--- config.mk ---
export PLATFORM = sky130hd
export DESIGN_NAME = xlat_unit
export DESIGN_NICKNAME = d
export VERILOG_FILES = /design/src/rtl/xlat_pkg.sv /design/src/rtl/xlat_tlb.sv /design/src/rtl/xlat_walker.sv /design/src/rtl/xlat_evcount.sv /design/src/rtl/xlat_unit.sv
export SDC_FILE = /design/constraint.sdc
export NUM_CORES = 1
export LEC_CHECK = 0
export BUFFER_PORTS_ARGS = -buffer_cell sky130_fd_sc_hd__buf_2
export CAP_MARGIN = 5
export CORE_MARGIN = 5
export CORE_UTILIZATION = 35
export CTS_CLUSTER_DIAMETER = 100
export CTS_CLUSTER_SIZE = 14
export DETAILED_ROUTE_END_ITERATION = 10
export PLACE_DENSITY_LB_ADDON = 0.2
export SYNTH_ARGS = -nofsm -noshare
export SYNTH_HDL_FRONTEND = slang
export SYNTH_HIERARCHICAL = 1
export SYNTH_SLANG_ARGS = --single-unit
--- constraint.sdc ---
create_clock -name clk -period 4.2 [get_ports clk]
set_input_delay 0.42 -clock clk [delete_from_list [all_inputs] [get_ports clk]]
set_output_delay 0.42 -clock clk [all_outputs]
set_load 0.05 [all_outputs]
--- src/rtl/xlat_pkg.sv ---
package xlat_pkg;

    typedef enum logic [1:0] {
        FLT_NONE    = 2'd0,
        FLT_BOUNDS  = 2'd1,
        FLT_INVALID = 2'd2,
        FLT_PROT    = 2'd3
    } fault_e;

    typedef enum logic [1:0] {
        WS_IDLE = 2'd0,
        WS_REQ  = 2'd1,
        WS_WAIT = 2'd2
    } wstate_e;

    typedef struct packed {
        logic rd;
        logic wr;
        logic ex;
    } perm_t;

    // Access code 0 read, 1 write, 2 execute, 3 never allowed.
    function automatic logic perm_ok(perm_t p, logic [1:0] acc);
        case (acc)
            2'd0:    return p.rd;
            2'd1:    return p.wr;
            2'd2:    return p.ex;
            default: return 1'b0;
        endcase
    endfunction

endpackage

--- src/rtl/xlat_tlb.sv ---
module xlat_tlb
    import xlat_pkg::*;
#(
    parameter int PAGE_W  = 3,
    parameter int FRAME_W = 3,
    parameter int ENTRIES = 4
) (
    input  logic               clk,
    input  logic               rst,
    input  logic               flush,
    input  logic [PAGE_W-1:0]  lk_page,
    output logic               lk_hit,
    output logic [FRAME_W-1:0] lk_frame,
    output perm_t              lk_perm,
    input  logic               fill_en,
    input  logic [PAGE_W-1:0]  fill_page,
    input  logic [FRAME_W-1:0] fill_frame,
    input  perm_t              fill_perm
);
    localparam int IDX_W = (ENTRIES > 1) ? $clog2(ENTRIES) : 1;

    logic [ENTRIES-1:0] slot_v;
    logic [ENTRIES-1:0] slot_match;
    logic [PAGE_W-1:0]  slot_page  [ENTRIES];
    logic [FRAME_W-1:0] slot_frame [ENTRIES];
    perm_t              slot_perm  [ENTRIES];
    logic [IDX_W-1:0]   rr_ptr;
    logic [IDX_W-1:0]   victim;
    logic               have_free;
    logic               do_fill;

    genvar g;
    generate
        for (g = 0; g < ENTRIES; g++) begin : g_cmp
            assign slot_match[g] = slot_v[g] && (slot_page[g] == lk_page);
        end
    endgenerate

    always_comb begin
        lk_hit   = |slot_match;
        lk_frame = '0;
        lk_perm  = '0;
        for (int i = 0; i < ENTRIES; i++) begin
            if (slot_match[i]) begin
                lk_frame = lk_frame | slot_frame[i];
                lk_perm  = lk_perm | slot_perm[i];
            end
        end
    end

    // Lowest empty slot first, round-robin pointer otherwise.
    always_comb begin
        victim    = rr_ptr;
        have_free = 1'b0;
        for (int i = 0; i < ENTRIES; i++) begin
            if (!slot_v[i] && !have_free) begin
                victim    = IDX_W'(i);
                have_free = 1'b1;
            end
        end
    end

    assign do_fill = fill_en && !flush;

    always_ff @(posedge clk) begin
        if (rst) begin
            slot_v <= '0;
            rr_ptr <= '0;
        end else if (flush) begin
            slot_v <= '0;
        end else if (do_fill) begin
            slot_v[victim] <= 1'b1;
            rr_ptr <= (rr_ptr == IDX_W'(ENTRIES - 1)) ? '0 : rr_ptr + 1'b1;
        end
    end

    always_ff @(posedge clk) begin
        if (do_fill) begin
            slot_page[victim]  <= fill_page;
            slot_frame[victim] <= fill_frame;
            slot_perm[victim]  <= fill_perm;
        end
    end

endmodule

--- src/rtl/xlat_walker.sv ---
module xlat_walker
    import xlat_pkg::*;
#(
    parameter int PAGE_W  = 3,
    parameter int OFF_W   = 5,
    parameter int FRAME_W = 3,
    parameter int MEM_AW  = 6
) (
    input  logic                       clk,
    input  logic                       rst,
    input  logic                       req_valid,
    input  logic [PAGE_W-1:0]          req_page,
    input  logic [OFF_W-1:0]           req_off,
    input  logic [1:0]                 req_acc,
    input  logic                       flush,
    input  logic                       tlb_hit,
    input  logic [FRAME_W-1:0]         tlb_frame,
    input  perm_t                      tlb_perm,
    input  logic [MEM_AW-1:0]          tbl_base,
    input  logic [PAGE_W:0]            tbl_len,
    input  logic                       mem_rvalid,
    input  logic [FRAME_W+3:0]         mem_rdata,
    output logic                       busy,
    output logic                       mem_req,
    output logic [MEM_AW-1:0]          mem_addr,
    output logic                       fill_en,
    output logic [PAGE_W-1:0]          fill_page,
    output logic [FRAME_W-1:0]         fill_frame,
    output perm_t                      fill_perm,
    output logic                       done,
    output logic [FRAME_W+OFF_W-1:0]   done_paddr,
    output fault_e                     done_fault,
    output logic                       hit_inc,
    output logic                       miss_inc
);
    localparam int PA_W = FRAME_W + OFF_W;

    wstate_e            state;
    logic [PAGE_W-1:0]  pend_page;
    logic [OFF_W-1:0]   pend_off;
    logic [1:0]         pend_acc;
    logic               accept;
    logic               use_hit;
    logic               out_of_range;
    logic               pte_valid;
    perm_t              pte_perm;
    logic [FRAME_W-1:0] pte_frame;

    assign pte_valid = mem_rdata[FRAME_W+3];
    assign pte_perm  = '{rd: mem_rdata[FRAME_W+2], wr: mem_rdata[FRAME_W+1], ex: mem_rdata[FRAME_W]};
    assign pte_frame = mem_rdata[FRAME_W-1:0];

    assign accept       = (state == WS_IDLE) && req_valid;
    assign use_hit      = tlb_hit && !flush;
    assign hit_inc      = accept && use_hit;
    assign miss_inc     = accept && !use_hit;
    assign out_of_range = {1'b0, req_page} >= tbl_len;

    assign busy       = (state != WS_IDLE);
    assign mem_req    = (state == WS_REQ);
    assign fill_en    = (state == WS_WAIT) && mem_rvalid && pte_valid;
    assign fill_page  = pend_page;
    assign fill_frame = pte_frame;
    assign fill_perm  = pte_perm;

    always_ff @(posedge clk) begin
        if (rst) begin
            state      <= WS_IDLE;
            done       <= 1'b0;
            done_paddr <= '0;
            done_fault <= FLT_NONE;
            mem_addr   <= '0;
            pend_page  <= '0;
            pend_off   <= '0;
            pend_acc   <= '0;
        end else begin
            done <= 1'b0;
            case (state)
                WS_IDLE: begin
                    if (hit_inc) begin
                        done <= 1'b1;
                        if (perm_ok(tlb_perm, req_acc)) begin
                            done_paddr <= {tlb_frame, req_off};
                            done_fault <= FLT_NONE;
                        end else begin
                            done_paddr <= '0;
                            done_fault <= FLT_PROT;
                        end
                    end else if (miss_inc) begin
                        if (out_of_range) begin
                            done       <= 1'b1;
                            done_paddr <= '0;
                            done_fault <= FLT_BOUNDS;
                        end else begin
                            state     <= WS_REQ;
                            mem_addr  <= tbl_base + MEM_AW'(req_page);
                            pend_page <= req_page;
                            pend_off  <= req_off;
                            pend_acc  <= req_acc;
                        end
                    end
                end
                WS_REQ: state <= WS_WAIT;
                WS_WAIT: begin
                    if (mem_rvalid) begin
                        state <= WS_IDLE;
                        done  <= 1'b1;
                        if (!pte_valid) begin
                            done_paddr <= '0;
                            done_fault <= FLT_INVALID;
                        end else if (perm_ok(pte_perm, pend_acc)) begin
                            done_paddr <= PA_W'({pte_frame, pend_off});
                            done_fault <= FLT_NONE;
                        end else begin
                            done_paddr <= '0;
                            done_fault <= FLT_PROT;
                        end
                    end
                end
                default: state <= WS_IDLE;
            endcase
        end
    end

endmodule

--- src/rtl/xlat_evcount.sv ---
module xlat_evcount #(
    parameter int CNT_W = 16
) (
    input  logic             clk,
    input  logic             rst,
    input  logic             inc,
    output logic [CNT_W-1:0] count
);
    always_ff @(posedge clk) begin
        if (rst) begin
            count <= '0;
        end else if (inc) begin
            count <= count + 1'b1;
        end
    end
endmodule

--- src/rtl/xlat_unit.sv ---
module xlat_unit
    import xlat_pkg::*;
#(
    parameter int PAGE_W  = 3,
    parameter int OFF_W   = 5,
    parameter int FRAME_W = 3,
    parameter int ENTRIES = 4,
    parameter int MEM_AW  = 6,
    parameter int CNT_W   = 16
) (
    input  logic                     clk,
    input  logic                     rst,
    input  logic                     req_valid,
    input  logic [PAGE_W+OFF_W-1:0]  req_vaddr,
    input  logic [1:0]               req_acc,
    input  logic                     flush,
    input  logic [MEM_AW-1:0]        tbl_base,
    input  logic [PAGE_W:0]          tbl_len,
    output logic                     busy,
    output logic                     done,
    output logic [FRAME_W+OFF_W-1:0] done_paddr,
    output logic [1:0]               done_fault,
    output logic                     mem_req,
    output logic [MEM_AW-1:0]        mem_addr,
    input  logic                     mem_rvalid,
    input  logic [FRAME_W+3:0]       mem_rdata,
    output logic [CNT_W-1:0]         hit_count,
    output logic [CNT_W-1:0]         miss_count
);
    localparam int VA_W = PAGE_W + OFF_W;

    logic [PAGE_W-1:0]  req_page;
    logic [OFF_W-1:0]   req_off;
    logic               tlb_hit;
    logic [FRAME_W-1:0] tlb_frame;
    perm_t              tlb_perm;
    logic               fill_en;
    logic [PAGE_W-1:0]  fill_page;
    logic [FRAME_W-1:0] fill_frame;
    perm_t              fill_perm;
    fault_e             w_fault;
    logic               hit_inc;
    logic               miss_inc;

    assign req_page   = req_vaddr[VA_W-1:OFF_W];
    assign req_off    = req_vaddr[OFF_W-1:0];
    assign done_fault = w_fault;

    xlat_tlb #(
        .PAGE_W (PAGE_W),
        .FRAME_W(FRAME_W),
        .ENTRIES(ENTRIES)
    ) tlb_i (
        .clk       (clk),
        .rst       (rst),
        .flush     (flush),
        .lk_page   (req_page),
        .lk_hit    (tlb_hit),
        .lk_frame  (tlb_frame),
        .lk_perm   (tlb_perm),
        .fill_en   (fill_en),
        .fill_page (fill_page),
        .fill_frame(fill_frame),
        .fill_perm (fill_perm)
    );

    xlat_walker #(
        .PAGE_W (PAGE_W),
        .OFF_W  (OFF_W),
        .FRAME_W(FRAME_W),
        .MEM_AW (MEM_AW)
    ) walk_i (
        .clk       (clk),
        .rst       (rst),
        .req_valid (req_valid),
        .req_page  (req_page),
        .req_off   (req_off),
        .req_acc   (req_acc),
        .flush     (flush),
        .tlb_hit   (tlb_hit),
        .tlb_frame (tlb_frame),
        .tlb_perm  (tlb_perm),
        .tbl_base  (tbl_base),
        .tbl_len   (tbl_len),
        .mem_rvalid(mem_rvalid),
        .mem_rdata (mem_rdata),
        .busy      (busy),
        .mem_req   (mem_req),
        .mem_addr  (mem_addr),
        .fill_en   (fill_en),
        .fill_page (fill_page),
        .fill_frame(fill_frame),
        .fill_perm (fill_perm),
        .done      (done),
        .done_paddr(done_paddr),
        .done_fault(w_fault),
        .hit_inc   (hit_inc),
        .miss_inc  (miss_inc)
    );

    xlat_evcount #(.CNT_W(CNT_W)) hits_i (
        .clk  (clk),
        .rst  (rst),
        .inc  (hit_inc),
        .count(hit_count)
    );

    xlat_evcount #(.CNT_W(CNT_W)) misses_i (
        .clk  (clk),
        .rst  (rst),
        .inc  (miss_inc),
        .count(miss_count)
    );

endmodule

# [Yosys cells after proc, flatten, opt, wreduce, memory -nomap -nowiden]
# Memories as Yosys holds them, arrays and structs flattened.
# Index checks and enable logic that the tools add are counted.
[word_totals] register_bits=67 latchBits=0 ramBits=36 rom_bits=0 in_bits=32 output_inout_bits=51 wordCells=137 n_memories=3
[memory_table] name="tlb_i.slot_frame" words=4 width=3 read_ports=4 rd_clocked_by_memory_dff=0 wr=1 line="xlat_tlb.sv:25" text="logic [FRAME_W-1:0] slot_frame [ENTRIES];"
[memory_table] name="tlb_i.slot_page" words=4 width=3 read_ports=4 rd_clocked_by_memory_dff=0 wr=1 line="xlat_tlb.sv:24" text="logic [PAGE_W-1:0] slot_page [ENTRIES];"
[memory_table] name="tlb_i.slot_perm" words=4 width=3 read_ports=4 rd_clocked_by_memory_dff=0 wr=1 line="xlat_tlb.sv:26" text="perm_t slot_perm [ENTRIES];"
[classes] add_sub_neg=4 n_mul=0 div=0 order_cmp=3 n_eq_ne=17 shifts=0 n_mux=55 bitwise_logic=10 n_reduce_logical=33
[ops] cell="$mux W8" n=7
[ops] cell="$add A16 B1 Y16 const B" n=2
[ops] cell="$mux W2" n=16
[ops] cell="$mux W3" n=8
[ops] cell="$or A3 B3 Y3" n=6
[ops] cell="$mux W1" n=17
[ops] cell="$pmux W8 S2" n=1
[ops] cell="$logic_and A1 B1 Y1" n=15
[ops] cell="$eq A3 B3 Y1" n=4
[ops] cell="$reduce_and A4 Y1" n=3
[ops] cell="$eq A2 B2 Y1 const B" n=4
[ops] cell="$ne A2 B2 Y1 const B" n=4
[ops] cell="$logic_not A1 Y1" n=7
[ops] cell="$add A6 B3 Y6" n=1
[ops] cell="$eq A2 B1 Y1 const B" n=3
[ops] cell="$logic_not A2 Y1" n=3
[ops] cell="$pmux W1 S3" n=2
[ops] cell="$pmux W2 S3" n=1
[ops] cell="$ge A3 B4 Y1" n=1
[ops] cell="$or A4 B4 Y4" n=1
[ops] cell="$pmux W2 S2" n=1
[ops] cell="$reduce_bool A2 Y1" n=2
[ops] cell="$reduce_or A4 Y1" n=1
[ops] cell="$lt A2 B3 Y1 const B" n=1
[ops] cell="9 further kinds" n=11

# [Longest topological paths before layout]
# Gate-level depths: netlist (run 1).
[depth] depth_word=16 ltp_mapped=11 mapped_depth_nobuf=10

# [Hierarchy]
# Netlist (run 1), hierarchy kept.
[by_module_without_submodules] mod="xlat_tlb" instances=1 cells_each=147 area_per_inst_um2=1879.3 seq_area_each_um2=1201.2
[by_module_without_submodules] mod="xlat_evcount" instances=2 cells_each=83 area_per_inst_um2=757.0 seq_area_each_um2=320.3
[by_module_without_submodules] mod="xlat_walker" instances=1 cells_each=169 area_per_inst_um2=1483.9 seq_area_each_um2=580.6

# [Worst setup path before layout (run 1)]
# Ideal clock, no wire load.
[synth_path] path_kind="input to register" start="input port req_vaddr[6]" end="register hits_i.count[13]" setup_ns=0.070 t_arrival_ns=2.613 t_required_ns=4.130 setup_slack_ns=1.516 path_stages=11 path_buffers=1 path_cell_list="clkbuf_1 -> xnor2_1 -> nand4_1 -> nand4_1 -> nor2b_1 -> nand3_1 -> inv_1 -> nand4_4 -> nor4_4 -> or3b_1 -> a21oi_1"
[synth_between] elab_chain_len=5 elab_cells_between_ends=11 classes_between="4 x eq/ne; 7 x reduce/logical"
[synth_rtl] item="start: declaration" line="xlat_unit.sv:14" text="input logic [PAGE_W+OFF_W-1:0] req_vaddr,"
[synth_rtl] item="$eq A3 B3 Y1" line="xlat_tlb.sv:35" text="assign slot_match[g] = slot_v[g] && (slot_page[g] == lk_page);"
[synth_rtl] item="$logic_and A1 B1 Y1" line="xlat_tlb.sv:35"
[synth_rtl] item="$reduce_or A4 Y1 (*)" line="xlat_tlb.sv:40" text="lk_hit = |slot_match;"
[synth_rtl] item="named net tlb_hit" line="xlat_unit.sv:34" text="logic tlb_hit;"
[synth_rtl] item="$logic_and A1 B1 Y1 (*)" line="xlat_walker.sv:54" text="assign use_hit = tlb_hit && !flush;"
[synth_rtl] item="$logic_and A1 B1 Y1 (*)" line="xlat_walker.sv:55" text="assign hit_inc = accept && use_hit;"
[synth_rtl] item="named net hit_inc" line="xlat_unit.sv:42" text="logic hit_inc;"
[synth_rtl] item="end signal: assignment" line="xlat_evcount.sv:13" text="count <= count + 1'b1;"
[synth_rtl] item="end: declaration" line="xlat_evcount.sv:7" text="output logic [CNT_W-1:0] count"
# Mark *: on every way through the listed nets, which the timed path passes. The rest lies on a longest branch.
# A chain may end at the register's enable or synchronous reset.

==> results.cfg, run 1 <==
[global_routing]
antenna_found_initial = 1
met3_usage_pct = 6.21
grt_max_degree = 39
grt_pass1_vias = 3669
grt.met2_usage_pct = 24.3
grtUsageMet1_pct = 19.1
grt_remaining_overflow = 0
grtUsageTotal_pct = 15.2
grt_pass1_wl_mm = 19.4
grt-busiest-layer = met2

[synthesis]
synthFlopType = dfxtp_1
synth_xor_area_share_pct = 6.29
ys_warn_count = 6
synth.top_cell.area_share_pct = 27.5
synth.mux.area_fraction_pct = 5.44
async_flop_share_pct = 0
synth_most_common_cell = nor2_1
ys_types = 47
synth_area_um2 = 4880
synth-compound-area-share_pct = 5.77
netlist_instances = 482
synthTopCellsByCount = 68 x nor2_1, 67 x dfxtp_1, 40 x nand2_1
seq_area_frac_synth_pct = 49.7
synth_area_leaders = dfxtp_1 28%, edfxtp_1 22%, nor2_1 5.2%
synth_fa_ha_area_share_pct = 2.72
syn_nets = 524
yosys.area_share.simple_pct = 25.5
avgSynthCellArea_um2 = 10.1
synth-edff-count = 36
synth_seq_cells = 103
yosys.area.top_type = dfxtp_1
synth_top_family_by_area = simple AND/OR/NAND/NOR gates

[cts]
cts_tree = built
clock_path_buffers = 2
clk-insertion-delay-late_ns = 0.35
htreeDepth = 3
clk_pin_slew_ns = 0.07
clock_sinks = 103
clock-root-buffer = clkbuf_16
cts_buffers = 9
post_cts_resize_count = 0
hold_buffers = 0
cts_setup_buffers = 0

[power]
clockPowerShare_pct = 39.6
p_comb_share_pct = 11.3
seqPwrFrac_pct = 49.1
power_mw = 2.19
power.switching_uw = 540
p_per_area_nw_per_um2 = 383
peakVddDrop_uv = 279
p_int_mw = 1.65
netSwitchingFraction_pct = 24.6
leakagePower_nw = 2.29

[floorplan]
start_util_pct = 35.4
core_area_um2 = 13800
die_w_um = 128
fp.dieH_um = 128
io_pins = 83
rows = 43
die_area_um2 = 16400

[placed_design]
dp_hpwl_mm = 8.59
place.gp.congestion = 0.930
io_buffers = 82

[timing]
final_max_slew_viol_count = 0
worstMarginPinSlew_ns = 0.987
finClkSkew_ns = 0.00524
period_share_pct = 70.3
final-setup-viol-count = 0
whs_ns = 0.310
rsz0062_at_grt = false
tns_ns = 0
fin_crit_ns = 2.95
finalHoldViolCount = 0
timing.fmax_mhz = 339
timing.slew.headroom_pct = 34.2

[worst_setup_path]
critical_path_class = register to register
critPathArrivalTime_ns = 3.23
r2r_cells = 10
worstReg2RegEnd = hits_i/count[13]$_SDFFE_PP0P_
endpoint_kind = register
timing.rr.start = tlb_i/slot_page[2][1]$_DFFE_PP_
cp-start-kind = register
worstPathMaxFanout = 8
rrSetupSlack_ns = 1.25
required_ns = 4.48

[finish]
fillCellCount = 1395
syn2layout_area_growth_pct = 17.2
drive_gt1_share_pct = 21.3
nets = 595

[worst_hold_path]
hp-class = input pin to register
hp-start = mem_rdata[4]
hold_end = tlb_i/slot_perm[0][1]$_DFFE_PP_
holdPathStages = 1

[routing]
firstDrtPassIters = 4
via_per_inst = 5.05
drt_wl_total_mm = 12.1
first_iter_violations = 255
vias = 3729
drc = 0
avgRoutedWirePerCell_um = 16.4
postRouteAntennaNets = 0

[outcome]
status = complete, no violations

[job]
max_cap_violations = 0
## flip-flops by register name, indices dropped and copies added (netlist names), 3 cells and up
| name | flops |
|---|---|
| hits_i/count | 16 |
| misses_i/count | 16 |
| tlb_i/slot_frame | 12 |
| tlb_i/slot_page | 12 |
| tlb_i/slot_perm | 12 |
| walk_i/done_paddr | 8 |
| walk_i/mem_addr | 6 |
| walk_i/pend_off | 5 |
| tlb_i/slot_v | 4 |
| walk_i/fill_page | 3 |
## worst max path at each step
stage / from / slack [ns] / to
floorplan: req_vaddr[6] / 1.52 / hits_i/count[13]$_SDFFE_PP0P_
global placement: req_vaddr[7] / 1.11 / hits_i/count[13]$_SDFFE_PP0P_
detailed placement: req_vaddr[6] / 1.06 / hits_i/count[13]$_SDFFE_PP0P_
CTS: tlb_i/slot_page[2][1]$_DFFE_PP_ / 1.27 / hits_i/count[13]$_SDFFE_PP0P_
global route: tlb_i/slot_page[3][0]$_DFFE_PP_ / 1.0 / hits_i/count[12]$_SDFFE_PP0P_
finish: tlb_i/slot_page[2][1]$_DFFE_PP_ / 1.25 / hits_i/count[13]$_SDFFE_PP0P_
## cells in the final DEF (no fill, tap or decap), types with 6 or more instances in the layout
cell	count
buf_4	6
ha_1	9
a21oi_1	13
nand2_1	40
nor4_1	8
o21ai_0	8
inv_1	18
clkbuf_16	9
dfxtp_1	67
edfxtp_1	36
xnor2_1	27
buf_2	82
nor2b_1	8
nand4_1	13
nand3_1	7
xor2_1	8
nor2_1	68
nand4b_1	24
a221oi_1	8
mux2i_1	22
nor3_1	22
## per-layer routing
| metal | vias to the layer above | wire, µm |
|---|---|---|
| li1 | 1853 | - |
| met3 | 17 | 971 |
| met4 | 2 | 157 |
| met5 | - | 7 |
| met1 | 1761 | 5240 |
| met2 | 96 | 5750 |
## stage by stage
stage / instance area (µm²) / instances / worst slack [ns] / utilization (%)
2_1_floorplan: 4880 / 482 / 1.52 / -
3_3_place_gp: 5410 / 722 / 1.11 / 39.3
3_5_place_dp: 5410 / 722 / 1.06 / 39.3
4_1_cts: 5710 / 738 / 1.27 / 41.5
5_1_grt: 5710 / 738 / 0.997 / 41.5
6_report: 5710 / 739 / 1.25 / 41.5
## cell type report
type | count | area (µm²) | share of cell area (%)
flip-flops and latches | 103 | 2420 | 42.4
clock buffers | 11 | 233 | 4.07
clock inverters | 5 | 72.6 | 1.27
well taps | 180 | 225 | 3.94
inverters | 18 | 67.6 | 1.18
repair buffers | 88 | 455 | 7.97
diodes | 1 | 2.50 | 0.0438
multi-input cells | 333 | 2240 | 39.1
## critical path, stage by stage (launching register included)
cell      delay (ns)
edfxtp_1        0.39
xnor2_1         0.54
nand4_1         0.17
nand4_1         0.18
nor2b_1         0.18
nand3_1         0.14
inv_1           0.24
nand4_4         0.21
nor4_4          0.32
or3b_1          0.37
a21oi_1         0.14
## power by group through the flow
stage / Sequential [mW] / Clock, mW / Combinational [mW]
after global placement: 1.10 / 0 / 0.246
final: 1.08 / 0.868 / 0.248
after detailed placement: 1.10 / 0 / 0.251
after floorplan: 1.16 / 0 / 0.126
after CTS: 1.08 / 0.904 / 0.252
after global routing: 1.08 / 0.942 / 0.273
## cell families (layout without fill, tap and decap cells)
kind of cell,after synthesis,in the layout
xor gates and xnor gates,35,35
and+or+nand+nor,220,220
buffers and inverters,46,122
other,0,1
AOI/OAI and AO/OA,42,42
DFF,103,103
adders and majority gates,10,10
muxes,26,26
No activity file was read; power rests on OpenSTA's default activity.
==> run 2: changes to the inputs <==
==> constraint.sdc (replaced) <==
create_clock -name clk -period 2.96 [get_ports clk]
set_input_delay 0.296 -clock clk [delete_from_list [all_inputs] [get_ports clk]]
set_output_delay 0.296 -clock clk [all_outputs]
set_load 0.05 [all_outputs]
==> run 2 against run 1 <==
Hold slack worse by 0.10 ns. Maximum frequency is 9.2% higher. Flip-flop and latch count stayed put. Non-clock buffer count is 16 higher. Worst setup slack worse by 0.99 ns. Clock power is 35% higher. Global-route usage is 0.081 points lower. Sequential power is 42% higher. Via count is 3.6% higher. Wire length hardly changed. Highest routed layer unchanged.
==> results.cfg, run 2 (synthesis gave the netlist of run 1 again) <==
[outcome]
status = complete, no violations

[worst_setup_path]
rrSetupSlack_ns = 0.26
endpoint_kind = register
critical_path_class = register to register
timing.rr.start = tlb_i/slot_page[2][0]$_DFFE_PP_
critPathArrivalTime_ns = 2.97
worstPathMaxFanout = 8
cp-start-kind = register
required_ns = 3.23
crit_path_start = tlb_i/slot_page[2][0]$_DFFE_PP_

[cts]
cts_setup_buffers = 0
clock-root-buffer = clkbuf_16
clock_path_buffers = 2
hold_buffers = 0
htreeDepth = 3
clock_sinks = 103
clk_pin_slew_ns = 0.07
cts_buffers = 9
clk-insertion-delay-late_ns = 0.35
cts_tree = built

[finish]
largest_registers = hits_i/count: 16 flops, misses_i/count: 16 flops
syn2layout_area_growth_pct = 20.3
layout_commonest_cell = buf_2
nets = 611
n_antenna_cell = 0
drive_gt1_share_pct = 24.6
finish.instance_area_um2 = 5870
final_cell_mix = 82 x buf_2, 68 x nor2_1, 67 x dfxtp_1

[timing]
timing.slew.headroom_pct = 50.9
fin_crit_ns = 2.70
period_share_pct = 91.3
rsz0062_at_grt = false
finalHoldViolCount = 0
finClkSkew_ns = 0.0120
final-setup-viol-count = 0
tns_ns = 0
worstMarginPinSlew_ns = 0.736
final_max_slew_viol_count = 0
timing.fmax_mhz = 370
setup_slack_ns = 0.257

[global_routing]
grt_remaining_overflow = 0
grtUsageTotal_pct = 15.2
grt_pass1_vias = 3886
grt_max_degree = 42
grt_pass1_wl_mm = 19.7
antenna_found_initial = 1

[placed_design]
post_dp_cell_area_um2 = 5530
io_buffers = 82
preCtsSetupSlack_ns = 0.0579
place.gp.congestion = 0.843
dp_hpwl_mm = 9.19

[routing]
firstDrtPassIters = 4
postRouteAntennaNets = 0
wl_met2_mm = 5.64
first_iter_violations = 226
route.met3.wl_um = 789
drc = 0
vias = 3864
top_layer = met5
drt_wl_total_mm = 12.1
wl_met1_mm = 5.47
avgRoutedWirePerCell_um = 16.1
via_per_inst = 5.12

[worst_hold_path]
hp-class = input pin to register
hp-start = req_vaddr[2]

[floorplan]
start_util_pct = 35.4
core_area_um2 = 13800
rows = 43
io_pins = 83
die_area_um2 = 16400
fp.dieH_um = 128
die_w_um = 128

[job]
max_cap_violations = 0

[power]
leakagePower_nw = 2.39
p_per_area_nw_per_um2 = 523
peakVddDrop_uv = 307
## run 2: changes by cell type in the layout (fill, tap and decap cells not counted), moves of 2 or more
cell	before	now
buf_4	6	21
xnor2_1	27	22
clkinv_1	2	0
bufinv_16	2	0
xnor2_2	0	5
## run 2: worst max-delay path, cell delays in order (launching register included)
cell and delay (ns):
edfxtp_1 0.41, xnor2_2 0.21, nand4_1 0.13, nand4_1 0.17
nor2b_1 0.20, and3b_1 0.42, nand4_4 0.23, nor4_4 0.33
or3b_1 0.38, a21oi_1 0.15
## run 2: power by group
group | switching, mW | internal, mW
Clock | 0.520 | 0.650
Combinational | 0.250 | 0.122
Sequential | 0.0273 | 1.50
Total | 0.797 | 2.27
## run 2: final timing paths
check	to	depth (start not counted)
hold / removal	walk_i/pend_off[2]$_SDFFE_PP0P_	3
setup / recovery	misses_i/count[13]$_SDFFE_PP0P_	9
hold reg to reg	walk_i/done_fault[0]$_SDFFE_PP0P_	2
setup reg to reg	misses_i/count[13]$_SDFFE_PP0P_	9
## run 2: metrics by stage
step | total power [mW] | hold slack [ns] | util (%) | instances
final | 3.07 | 0.206 | 42.6 | 754
after global routing | 3.21 | 0.200 | 42.6 | 754
after CTS | 3.11 | 0.196 | 42.3 | 754
after detailed placement | 1.93 | 0.453 | 40.2 | 738
after global placement | 1.92 | 0.443 | 40.2 | 738
after floorplan | 1.82 | 0.368 | - | 482
## run 2: what timing repair did
| action | CTS | global route |
|---|---|---|
| endpoints found under the setup margin | 0 | 6 |
| resized for setup | 0 | 5 |
| hold endpoints to repair | 0 | 0 |
## run 2: layer usage
layer,track usage (%),up-vias
li1,-,1888
met1,18.6,1861
met2,24.7,93
met3,5.58,20
met4,4.99,2
met5,0,-
## run 2: layout make-up
cell class | instances | area (µm²)
Sequential cell | 103 | 2420
Clock buffer | 13 | 272
Tap cell | 180 | 225
Fill cell | 1378 | 7910
Timing Repair Buffer | 104 | 588
Inverter | 18 | 67.6
Multi-Input combinational cell | 333 | 2270
Clock inverter | 3 | 25.0
==> run 3: changes to the inputs <==
--- a/config.mk
+++ b/config.mk
@@ -7,6 +7,7 @@
 export LEC_CHECK = 0
 export BUFFER_PORTS_ARGS = -buffer_cell sky130_fd_sc_hd__buf_2
 export CAP_MARGIN = 5
+export CORE_ASPECT_RATIO = 0.7
 export CORE_MARGIN = 5
 export CORE_UTILIZATION = 35
 export CTS_CLUSTER_DIAMETER = 100
==> constraint.sdc (replaced) <==
create_clock -name clk -period 2.7 [get_ports clk]
set_input_delay 0.27 -clock clk [delete_from_list [all_inputs] [get_ports clk]]
set_output_delay 0.27 -clock clk [all_outputs]
set_load 0.05 [all_outputs]
==> run 3 against run 2 <==
Maximum frequency up 7.7%. First-iteration DRC count down 7.5%. Clock power up 21%. Highest routed layer unchanged. Global-route usage up 0.59 points. Wire length up 3.8%. Combinational power up 12%. Sequential power up 9%.
==> results.cfg, run 3 (synthesis gave the netlist of run 1 again) <==
[placed_design]
preCtsSetupSlack_ns = 0.0919
dp_cells = 756
io_buffers = 82
place.gp.congestion = 0.826
dp_hpwl_mm = 9.23

[routing]
avgRoutedWirePerCell_um = 16.3
via_per_inst = 4.98
drt_wl_total_mm = 12.6
first_iter_violations = 209
vias = 3853
firstDrtPassIters = 4
postRouteAntennaNets = 0
drc = 0

[timing]
final-setup-viol-count = 0
tns_ns = 0
timing.slew.headroom_pct = 59.4
final_max_slew_viol_count = 0
finClkSkew_ns = 0.00787
period_share_pct = 93.0
finalHoldViolCount = 0
worstMarginPinSlew_ns = 0.609
setup_slack_ns = 0.190
timing.fmax_mhz = 398
fin_crit_ns = 2.51

[worst_setup_path]
cp-start-kind = register
critPathMaxStageDelay_ns = 0.43
critPathArrivalTime_ns = 2.74
endpoint_kind = register
worstPathMaxFanout = 7
critical_path_class = register to register
crit_chain = xnor2_2 -> nand4_1 -> nand4_1 -> nor2b_1 -> and3b_1 -> nand3_1 -> nor4_1 -> a21oi_1 -> a31o_2
cpMostUsedCell = nand4_1
required_ns = 2.93
cp_slowest_cell = nor4_1
r2r_cells = 9

[finish]
fin_cells = 773
syn2layout_area_growth_pct = 22.3
multi_input_area_um2 = 2250
drive_gt1_share_pct = 25.1
final_cell_mix = 82 x buf_2, 68 x nor2_1, 67 x dfxtp_1
seq_area_um2 = 2420
nets = 619
fillCellCount = 1352
layout_commonest_cell = buf_2
largest_registers = hits_i/count: 16 flops, misses_i/count: 16 flops

[global_routing]
antenna_found_initial = 2
grt_remaining_overflow = 0
grt_pass1_wl_mm = 20.0
met3_usage_pct = 4.65
grtUsageTotal_pct = 15.8
grt_max_degree = 35
grtUsageMet1_pct = 22.9
grt_pass1_vias = 3763
grt.met2_usage_pct = 23.2
grt-busiest-layer = met2

[cts]
cts_tree = built
cts_setup_buffers = 0
clock-root-buffer = clkbuf_16
hold_buffers = 0
clk-insertion-delay-late_ns = 0.34
clock_sinks = 103
post_cts_resize_count = 0
clock_path_buffers = 2
clk_pin_slew_ns = 0.07
htreeDepth = 3
cts_buffers = 9

[worst_hold_path]
hp-class = input pin to register
holdPathStages = 1

[power]
p_per_area_nw_per_um2 = 589
leakagePower_nw = 2.44
peakVddDrop_uv = 346

[floorplan]
fp.dieH_um = 109
start_util_pct = 35.4
core_area_um2 = 13800
die_w_um = 151
die_area_um2 = 16400
io_pins = 83
rows = 36

[job]
max_cap_violations = 0

[outcome]
status = complete, no violations
-- run 3: layout make-up --
class                           count  share of cell area, %
Multi-Input combinational cell    333                   37.6
Inverter                           18                   1.13
Clock buffer                       15                   5.58
Sequential cell                   103                   40.6
Tap cell                          190                   3.98
Timing Repair Buffer              112                   10.9
Antenna cell                        1                 0.0419
Clock inverter                      1                  0.147
-- run 3: worst paths after layout --
| kind | slack, ns | end | start |
|---|---|---|---|
| worst min register to register | 0.47 | walk_i/done_fault[0]$_SDFFE_PP0P_ | walk_i/done_fault[0]$_SDFFE_PP0P_ |
| worst min-delay path | 0.16 | tlb_i/slot_perm[3][2]$_DFFE_PP_ | mem_rdata[5] |
| worst max register to register | 0.19 | misses_i/count[12]$_SDFFE_PP0P_ | tlb_i/slot_page[3][0]$_DFFE_PP_ |
| worst max-delay path | 0.19 | misses_i/count[12]$_SDFFE_PP0P_ | tlb_i/slot_page[3][0]$_DFFE_PP_ |
-- run 3: critical path, delay by kind of cell, from the launching register on --
| kind | cells | cell delay [ns] |
|---|---|---|
| AOI/OAI and AO/OA | 2 | 0.34 |
| xor gates and xnor gates | 1 | 0.17 |
| DFF | 1 | 0.42 |
| and+or+nand+nor | 6 | 1.47 |
-- run 3: through the flow --
step / total power [mW] / util [%] / instance area (µm²) / hold slack, ns
floorplan: 1.99 / - / 4880 / 0.342
global placement: 2.12 / 40.7 / 5610 / 0.459
detailed placement: 2.13 / 40.7 / 5610 / 0.461
CTS: 3.56 / 43.2 / 5950 / 0.147
global route: 3.66 / 43.3 / 5970 / 0.151
finish: 3.51 / 43.3 / 5970 / 0.160
-- run 3: power by group --
| group | total (mW) | switching [mW] | internal [mW] |
|---|---|---|---|
| registers | 1.67 | 0.0304 | 1.64 |
| logic | 0.416 | 0.276 | 0.140 |
| clock network | 1.42 | 0.568 | 0.855 |
| total | 3.51 | 0.874 | 2.64 |
-- run 3: per-layer routing --
metal	part of all wire, %	wire [µm]
met5	0.056	7
met1	49	6190
met3	6.6	828
met2	43	5450
met4	0.93	117
